**config.mk**
```make
export PLATFORM = sky130hd
export DESIGN_NAME = can_accept_filter
export DESIGN_NICKNAME = d
export VERILOG_FILES = /design/src/rtl/caf_pkg.sv /design/src/rtl/caf_single_match.sv /design/src/rtl/caf_dual_match.sv /design/src/rtl/can_accept_filter.sv
export SDC_FILE = /design/constraint.sdc
export NUM_CORES = 1
export LEC_CHECK = 0
export BUFFER_PORTS_ARGS = -buffer_cell sky130_fd_sc_hd__buf_2
export CORE_UTILIZATION = 25
export DETAILED_ROUTE_END_ITERATION = 8
export GPL_ROUTABILITY_DRIVEN = 1
export PLACE_DENSITY = 0.66
export SYNTH_ARGS = -nofsm -noshare
export SYNTH_HDL_FRONTEND = slang
export SYNTH_SLANG_ARGS = --single-unit
```
**constraint.sdc**
```tcl
create_clock -name clk -period 1 [get_ports clk]
set_clock_uncertainty 0.2 [all_clocks]
set_input_delay 0.2 -clock clk [delete_from_list [all_inputs] [get_ports clk]]
set_output_delay 0.2 -clock clk [all_outputs]
set_load 0.01 [all_outputs]
```
**src/rtl/caf_pkg.sv**
```systemverilog
package caf_pkg;
  localparam int BYTE_W     = 8;
  localparam int NUM_CODE   = 4;
  localparam int CM_W       = BYTE_W * NUM_CODE;
  localparam int EXT_ID_W   = 29;
  localparam int STD_ID_W   = 11;
  localparam int DUAL_EXT_W = 2 * BYTE_W;
  localparam int DLC_W      = 4;
  localparam int NUM_DUAL   = 2;
  localparam int NIB_W      = BYTE_W / 2;

  typedef logic [BYTE_W-1:0]   byte_t;
  typedef logic [EXT_ID_W-1:0] idw_t;

  function automatic byte_t pick(input logic [CM_W-1:0] v, input int k);
    return v[k*BYTE_W +: BYTE_W];
  endfunction

  // equality on every bit whose don't-care flag is 0
  function automatic logic masked_eq(input idw_t got, input idw_t exp, input idw_t dc);
    return ((got ^ exp) & ~dc) == '0;
  endfunction

  function automatic logic byte_eq(input byte_t got, input byte_t exp, input byte_t dc);
    return ((got ^ exp) & ~dc) == '0;
  endfunction

  // 11-bit identifier field from a high byte and the top three bits of a low byte
  function automatic idw_t std_field(input byte_t hi, input byte_t lo);
    return EXT_ID_W'({hi, lo[BYTE_W-1 -: STD_ID_W-BYTE_W]});
  endfunction

  // 29-bit identifier field over four bytes
  function automatic idw_t ext_field(input byte_t b0, input byte_t b1,
                                     input byte_t b2, input byte_t b3);
    return {b0, b1, b2, b3[BYTE_W-1 -: EXT_ID_W-3*BYTE_W]};
  endfunction

  function automatic logic bit_ok(input logic got, input logic exp, input logic dc);
    return dc | (got == exp);
  endfunction
endpackage

```
**src/rtl/caf_single_match.sv**
```systemverilog
module caf_single_match
  import caf_pkg::*;
(
  input  logic                 frm_ext,
  input  logic                 frm_rtr,
  input  logic [EXT_ID_W-1:0]  frm_id,
  input  logic [DLC_W-1:0]     frm_dlc,
  input  logic [BYTE_W-1:0]    frm_d0,
  input  logic [BYTE_W-1:0]    frm_d1,
  input  logic [CM_W-1:0]      code_bytes,
  input  logic [CM_W-1:0]      mask_bytes,
  output logic                 id_hit,
  output logic                 accept
);
  localparam int EXT_RTR_BIT = 2;
  localparam int STD_RTR_BIT = 4;

  byte_t c0, c1, c2, c3, m0, m1, m2, m3;
  logic  ext_ok, std_ok, d0_ok, d1_ok, data_ok;

  always_comb begin
    c0 = pick(code_bytes, 0); c1 = pick(code_bytes, 1);
    c2 = pick(code_bytes, 2); c3 = pick(code_bytes, 3);
    m0 = pick(mask_bytes, 0); m1 = pick(mask_bytes, 1);
    m2 = pick(mask_bytes, 2); m3 = pick(mask_bytes, 3);

    ext_ok = masked_eq(frm_id, ext_field(c0, c1, c2, c3), ext_field(m0, m1, m2, m3))
           & bit_ok(frm_rtr, c3[EXT_RTR_BIT], m3[EXT_RTR_BIT]);
    std_ok = masked_eq(EXT_ID_W'(frm_id[STD_ID_W-1:0]), std_field(c0, c1), std_field(m0, m1))
           & bit_ok(frm_rtr, c1[STD_RTR_BIT], m1[STD_RTR_BIT]);

    d0_ok   = byte_eq(frm_d0, c2, m2);
    d1_ok   = byte_eq(frm_d1, c3, m3);
    data_ok = frm_rtr | (frm_dlc == '0) | (d0_ok & ((frm_dlc < DLC_W'(2)) | d1_ok));

    id_hit = frm_ext ? ext_ok : std_ok;
    accept = id_hit & (frm_ext | data_ok);
  end
endmodule

```
**src/rtl/caf_dual_match.sv**
```systemverilog
module caf_dual_match
  import caf_pkg::*;
(
  input  logic                 frm_ext,
  input  logic                 frm_rtr,
  input  logic [EXT_ID_W-1:0]  frm_id,
  input  logic [BYTE_W-1:0]    frm_d0,
  input  logic [CM_W-1:0]      code_bytes,
  input  logic [CM_W-1:0]      mask_bytes,
  output logic [NUM_DUAL-1:0]  hit
);
  localparam int STD_RTR_BIT = 4;

  for (genvar k = 0; k < NUM_DUAL; k++) begin : g_filt
    byte_t ch, cl, mh, ml;
    logic  ext_ok, std_ok, data_ok;

    always_comb begin
      ch = pick(code_bytes, 2*k);
      cl = pick(code_bytes, 2*k+1);
      mh = pick(mask_bytes, 2*k);
      ml = pick(mask_bytes, 2*k+1);
      ext_ok = masked_eq(EXT_ID_W'(frm_id[EXT_ID_W-1 -: DUAL_EXT_W]),
                         EXT_ID_W'({ch, cl}), EXT_ID_W'({mh, ml}));
      std_ok = masked_eq(EXT_ID_W'(frm_id[STD_ID_W-1:0]), std_field(ch, cl), std_field(mh, ml))
             & bit_ok(frm_rtr, cl[STD_RTR_BIT], ml[STD_RTR_BIT]);
    end

    if (k == 0) begin : g_data
      byte_t exp_d, dc_d;
      always_comb begin
        exp_d   = {cl[NIB_W-1:0], code_bytes[3*BYTE_W +: NIB_W]};
        dc_d    = {ml[NIB_W-1:0], mask_bytes[3*BYTE_W +: NIB_W]};
        data_ok = byte_eq(frm_d0, exp_d, dc_d);
      end
    end else begin : g_nodata
      assign data_ok = 1'b1;
    end

    assign hit[k] = frm_ext ? ext_ok : (std_ok & data_ok);
  end
endmodule

```
**src/rtl/can_accept_filter.sv**
```systemverilog
module can_accept_filter
  import caf_pkg::*;
(
  input  logic                 clk,
  input  logic                 rst_n,
  input  logic                 frm_valid,
  input  logic                 frm_ext,
  input  logic                 frm_rtr,
  input  logic [EXT_ID_W-1:0]  frm_id,
  input  logic [DLC_W-1:0]     frm_dlc,
  input  logic [BYTE_W-1:0]    frm_d0,
  input  logic [BYTE_W-1:0]    frm_d1,
  input  logic                 ext_mode_en,
  input  logic                 single_sel,
  input  logic [CM_W-1:0]      code_bytes,
  input  logic [CM_W-1:0]      mask_bytes,
  output logic                 dec_valid,
  output logic                 dec_accept
);
  // named internal events for the assertions
  logic                single_id_hit;
  logic                single_acc;
  logic [NUM_DUAL-1:0] dual_hits;
  logic                verdict;

  caf_single_match u_single (
    .frm_ext    (frm_ext),
    .frm_rtr    (frm_rtr),
    .frm_id     (frm_id),
    .frm_dlc    (frm_dlc),
    .frm_d0     (frm_d0),
    .frm_d1     (frm_d1),
    .code_bytes (code_bytes),
    .mask_bytes (mask_bytes),
    .id_hit     (single_id_hit),
    .accept     (single_acc)
  );

  caf_dual_match u_dual (
    .frm_ext    (frm_ext),
    .frm_rtr    (frm_rtr),
    .frm_id     (frm_id),
    .frm_d0     (frm_d0),
    .code_bytes (code_bytes),
    .mask_bytes (mask_bytes),
    .hit        (dual_hits)
  );

  always_comb begin
    if (!ext_mode_en)    verdict = 1'b1;
    else if (single_sel) verdict = single_acc;
    else                 verdict = |dual_hits;
  end

  always_ff @(posedge clk or negedge rst_n) begin
    if (!rst_n) begin
      dec_valid  <= 1'b0;
      dec_accept <= 1'b0;
    end else begin
      dec_valid  <= frm_valid;
      dec_accept <= frm_valid & verdict;
    end
  end

  assert_strobe_follows_R2: assert property (@(posedge clk) disable iff (!rst_n)
    frm_valid |=> dec_valid);
  assert_no_spurious_R2: assert property (@(posedge clk) disable iff (!rst_n)
    !frm_valid |=> !dec_valid);
  assert_accept_qualified_R2: assert property (@(posedge clk) disable iff (!rst_n)
    dec_accept |-> dec_valid);
  assert_bypass_R3: assert property (@(posedge clk) disable iff (!rst_n)
    (frm_valid && !ext_mode_en) |=> dec_accept);
  assert_remote_shortcut_R6: assert property (@(posedge clk) disable iff (!rst_n)
    (frm_valid && ext_mode_en && single_sel && !frm_ext && frm_rtr && single_id_hit) |=> dec_accept);
  assert_dual_or_R10: assert property (@(posedge clk) disable iff (!rst_n)
    (frm_valid && ext_mode_en && !single_sel && (dual_hits != '0)) |=> dec_accept);
  assert_dual_miss_R10: assert property (@(posedge clk) disable iff (!rst_n)
    (frm_valid && ext_mode_en && !single_sel && (dual_hits == '0)) |=> !dec_accept);
endmodule

```
==> run metrics, run 1 <==
status=complete, but fails checks; violated checks=negative setup slack; First DRT Iteration DRCs=57; Crit. End Element=flop; post-synth top area share=56.3%; relative slew slack=77.3%; cell row count=27; DR pass1 iterations=4; Avg WL per Cell=15.2 µm; critical setup path kind=primary input to flop; Setup Buffers After CTS=0; Placed Cells=417; Seq/Total Area, Yosys=3.50%; grt ovf=0; total core area=0.00551 mm²; RSZ-0062 raised after global routing=yes; vias in the first global route=2037; Synth area leader=xnor2_1; hold path cells=2; CP Launch Type=primary input; CTS root buf=clkbuf_8; Via Count=1961; Synth Warn #=0; input/output buffers=121; Cell Pwr Density=657 mW/mm²; first-pass GRT wire length=10100 µm; syn_nets=309; Worst Setup Slack, final=-0.632 ns; Die Footprint=0.00603 mm²; MaxCap Viol Count=0; routability cong.=0.922; Avg Cell Area, Syn=7.57 µm²; Data arrival, critical path=1.58 ns; htree depth=1; DP HPWL=5840 µm; HP Start=frm_valid; count of final max-slew check failures=0; top-count cell post-synth=xnor2_1; Post-Syn Area=0.00143 mm²; Die X=77.6 µm; f_max=613 MHz; ANT cells=0; fin cells=422; Critical Path RT=0.95 ns; antenna viol nets, final=0; Pleak=1.09 nW; Total GRT Usage=21.7%; vias per inst=4.65; share of cells above drive strength 1=52.0%; setup TNS=-0.804 ns; Hold WC Path Type=primary input to flop; I/O pins=122; Synth Flop Type=dfrtp_1; clock sink count=2; Post-synth EDFFs=0; CTS tree=built; number of remaining DRC errors=0; Commonest cells post-synth=xnor2_1 (92), o22ai_1 (44), clkbuf_1 (14); post-synthesis cell type count=18; Fin. Hold Viols=0; Synth Instances=189; post-layout net count=472; largest net degree at the start of global routing=5; fin crit share=163%; maximum fanout along the worst path=2; Num CTS Buffers=3; #FFs+latches synth=2; ranking of synthesized cells by area=xnor2_1 (56%), o22ai_1 (19%), nor4_1 (5.2%); Hold EP=dec_accept; clock-pin slew on the worst setup and hold paths=0.03 ns; Setup Viol. Count Final=3; minimum clock period=1.63 ns; DIE HEIGHT=77.6 µm; clk buf depth=2; VDD IR max=0.000394 V; Slew @ Worst Pin=0.337 ns; area grow syn2layout=76.7%; Routed WL=6400 µm; Async SR Flop Fraction=100%; Final Cell Area=0.00253 mm²; initial core utilization=26.0%; initial antenna violation count=0; Area after DPL=0.00244 mm²
sequential cells by signal (all words and copies together), names as in the netlist:
register	flops
dec_accept	1
dec_valid	1
worst max-delay path, cell delays in order:
cell     delay (ns)
buf_2          0.12
xnor2_2        0.16
o22ai_1        0.10
nor4_1         0.27
nand2_1        0.16
o41ai_2        0.36
o221a_1        0.21
what timing repair did:
item                                    in CTS  in global routing
pin swaps                                    3                  2
endpoints found under the setup margin       3                  3
hold buffers                                 2                  0
gates resized for setup                      2                  2
hold endpoints to repair                     3                  0
gates cloned                                 0                  0
worst max path at each step:
stage | start | to | slack (ns) | cells after the start
finish | code_bytes[4] | dec_accept | -0.63 | 7
global route | code_bytes[5] | dec_accept | -0.69 | 7
CTS | code_bytes[6] | dec_accept | -0.62 | 7
detailed placement | code_bytes[7] | dec_accept | -0.92 | 7
global placement | code_bytes[7] | dec_accept | -0.87 | 7
floorplan | code_bytes[26] | dec_accept | -0.65 | 6
per-stage QoR:
stage / power, mW / worst slack, ns / util (%) / hold WS, ns
after CTS: 1.67 / -0.621 / 45.6 / 0.0334
after global routing: 1.79 / -0.687 / 45.9 / 0.0466
after detailed placement: 1.30 / -0.919 / 44.3 / -0.212
final: 1.66 / -0.632 / 45.9 / 0.0403
after global placement: 1.31 / -0.865 / 44.3 / -0.215
after floorplan: 0.675 / -0.653 / - / -0.296
metal layers:
| layer | track usage (%) | vias to the layer above | share of wire (%) |
|---|---|---|---|
| li1 | - | 1007 | - |
| met1 | 26.9 | 877 | 45 |
| met2 | 38.9 | 68 | 49 |
| met3 | 2.47 | 9 | 4.6 |
| met4 | 5.85 | 0 | 1.4 |
| met5 | 0 | - | 0 |
power by group:
part,internal (mW),switching [mW],total (mW)
Combinational,0.683,0.559,1.24
Clock,0.256,0.0753,0.331
Sequential,0.0864,0.000806,0.0872
Total,1.02,0.635,1.66
area by class of cell:
class	instances	area (µm²)
flip-flops and latches	2	50.0
multi-input cells	172	1350
repair buffers	173	1000
clock buffers	3	41.3
fillers	585	2980
well taps	72	90.1
cell usage in the layout, fill, tap and decap left out:
cell type | Yosys | routed
buf_2 | 0 | 121
xnor2_1 | 92 | 89
buf_4 | 0 | 50
o22ai_1 | 44 | 44
nor4_1 | 12 | 11
nor2_1 | 6 | 6
xnor2_2 | 2 | 5
nand2_1 | 4 | 4
nor3_1 | 3 | 3
clkbuf_8 | 0 | 3
a21oi_1 | 2 | 2
dfrtp_1 | 2 | 2
dlygate4sd3_1 | 0 | 2
nor4_2 | 0 | 1
o21ai_0 | 1 | 1
o211ai_1 | 1 | 1
or4_4 | 1 | 1
nand2b_1 | 1 | 1
o41ai_2 | 1 | 1
o31ai_1 | 1 | 1
o221a_1 | 1 | 1
kinds of logic (layout without fill, tap and decap cells):
kind of cell              count (synthesis)  after routing  share of synthesized area, %
xor gates and xnor gates                 94             94                          58.6
AOI/OAI and AO/OA                        51             51                          23.3
and+or+nand+nor                          27             27                          10.1
buffers and inverters                    15            176                          4.46
DFF                                       2              2                          3.50
Note: power is estimated with default switching activity, not from simulation.
==> run 2: changes to the inputs <==
--- a/config.mk
+++ b/config.mk
@@ -10,6 +10,7 @@
 export DETAILED_ROUTE_END_ITERATION = 8
 export GPL_ROUTABILITY_DRIVEN = 1
 export PLACE_DENSITY = 0.66
+export SKIP_CTS_REPAIR_TIMING = 1
 export SYNTH_ARGS = -nofsm -noshare
 export SYNTH_HDL_FRONTEND = slang
 export SYNTH_SLANG_ARGS = --single-unit
==> run 2 against run 1 <==
  * The run still ends with negative setup slack left
  * Critical path depth is the same
  * Design area grew 0.74%
  * Clock power hardly changed
  * First-iteration DRC count down 19%
  * Wire length up 0.39%
==> run metrics, run 2 (synthesis results as in run 1) <==
DP HPWL=5840 µm; post-layout net count=472; MaxCap Viol Count=0; Cell Pwr Density=656 mW/mm²; CTS tree=built; CP Launch Type=primary input; f_max=605 MHz; slowest stage delay, CP=0.35 ns; clock-pin slew on the worst setup and hold paths=0.03 ns; setup TNS=-0.825 ns; CTS root buf=clkbuf_8; First DRT Iteration DRCs=46; Total GRT Usage=21.5%; Setup Viol. Count Final=3; fillers=584; clock sink count=2; Hold WC Path Type=primary input to flop; biggest regs=dec_accept (1), dec_valid (1); relative slew slack=77.2%; area grow syn2layout=78.0%; routability cong.=0.922; most frequent cells in the layout=buf_2 (121), xnor2_1 (89), buf_4 (50), o22ai_1 (43), nor4_1 (9); initial antenna violation count=0; buffer and inverter count on the worst path=1; fin crit share=165%; Critical Path RT=0.95 ns; share of cells above drive strength 1=52.9%; Die Footprint=0.00603 mm²; CP top delay family=compound AO/OA/AOI/OAI gates; Via Count=1977; first-pass GRT wire length=10000 µm; violated checks=negative setup slack; Num CTS Buffers=3; count of final max-slew check failures=0; Crit. End Element=flop; vias in the first global route=2028; clk buf depth=2; most common cell after layout, fill and taps aside=buf_2; vias per inst=4.68; RSZ-0062 raised after global routing=yes; Fin. Hold Viols=0; antenna viol nets, final=0; largest net degree at the start of global routing=5; DR pass1 iterations=4; Data arrival, critical path=1.60 ns; Slowest-stage cell, CP=o41ai_2; I/O pins=122; Routed WL=6420 µm; critical-path cell list=buf_2 > xnor2_1 > o22ai_2 > nor4_1 > nand2_1 > o41ai_2 > o221a_1; input/output buffers=121; grt ovf=0; Avg WL per Cell=15.2 µm; initial core utilization=26.0%; Pleak=1.10 nW; maximum fanout along the worst path=2; VDD IR max=0.000396 V; Die X=77.6 µm; critical setup path kind=primary input to flop; Worst Setup Slack, final=-0.653 ns; ANT cells=0; Slew @ Worst Pin=0.339 ns; htree depth=1; total core area=0.00551 mm²; Design Power=1.67 mW; status=complete, but fails checks; number of remaining DRC errors=0; cell row count=27; DIE HEIGHT=77.6 µm; minimum clock period=1.65 ns
[run 2: cell count changes in the layout (fill, tap and decap cells not counted)]
cell and change:
nor4_1 -2, nor4_2 +2, o22ai_1 -1, o22ai_2 +1
[run 2: stage by stage]
stage          std cells  setup WS [ns]  hold WS (ns)  utilization, %  cell area [µm²]
2_1_floorplan        189         -0.653        -0.296               -             1430
3_3_place_gp         417         -0.865        -0.215            44.3             2440
3_5_place_dp         417         -0.919        -0.212            44.3             2440
4_1_cts              420         -0.702        -0.445            45.0             2480
5_1_grt              422         -0.693        0.0466            46.2             2550
6_report             422         -0.653        0.0404            46.2             2550
[run 2: worst paths after layout]
path / from / end / slack [ns] / depth (start not counted)
min: frm_valid / dec_accept / 0.04 / 2
max: code_bytes[15] / dec_accept / -0.65 / 7
max in group asynchronous: rst_n / dec_accept / 0.41 / 2
min in group asynchronous: rst_n / dec_valid / 0.09 / 2
[run 2: cell type report]
class	instances	area [µm²]	area share (%)
multi-input cells	172	1360	53.6
repair buffers	173	1000	39.3
well taps	72	90.1	3.54
flip-flops and latches	2	50.0	1.97
clock buffers	3	41.3	1.62
[run 2: layer usage]
| layer | GRT usage, % | routed length, µm |
|---|---|---|
| met1 | 26.8 | 2800 |
| met2 | 38.7 | 3170 |
| met5 | 0 | 0 |
| met4 | 5.85 | 82 |
| met3 | 2.47 | 373 |
[run 2: power by group]
part	switching [mW]	internal [mW]	leakage, nW	total, mW
Sequential	0.000806	0.0864	0.0244	0.0872
Clock	0.0751	0.256	0.0216	0.331
Combinational	0.566	0.688	1.05	1.25
Total	0.642	1.03	1.10	1.67
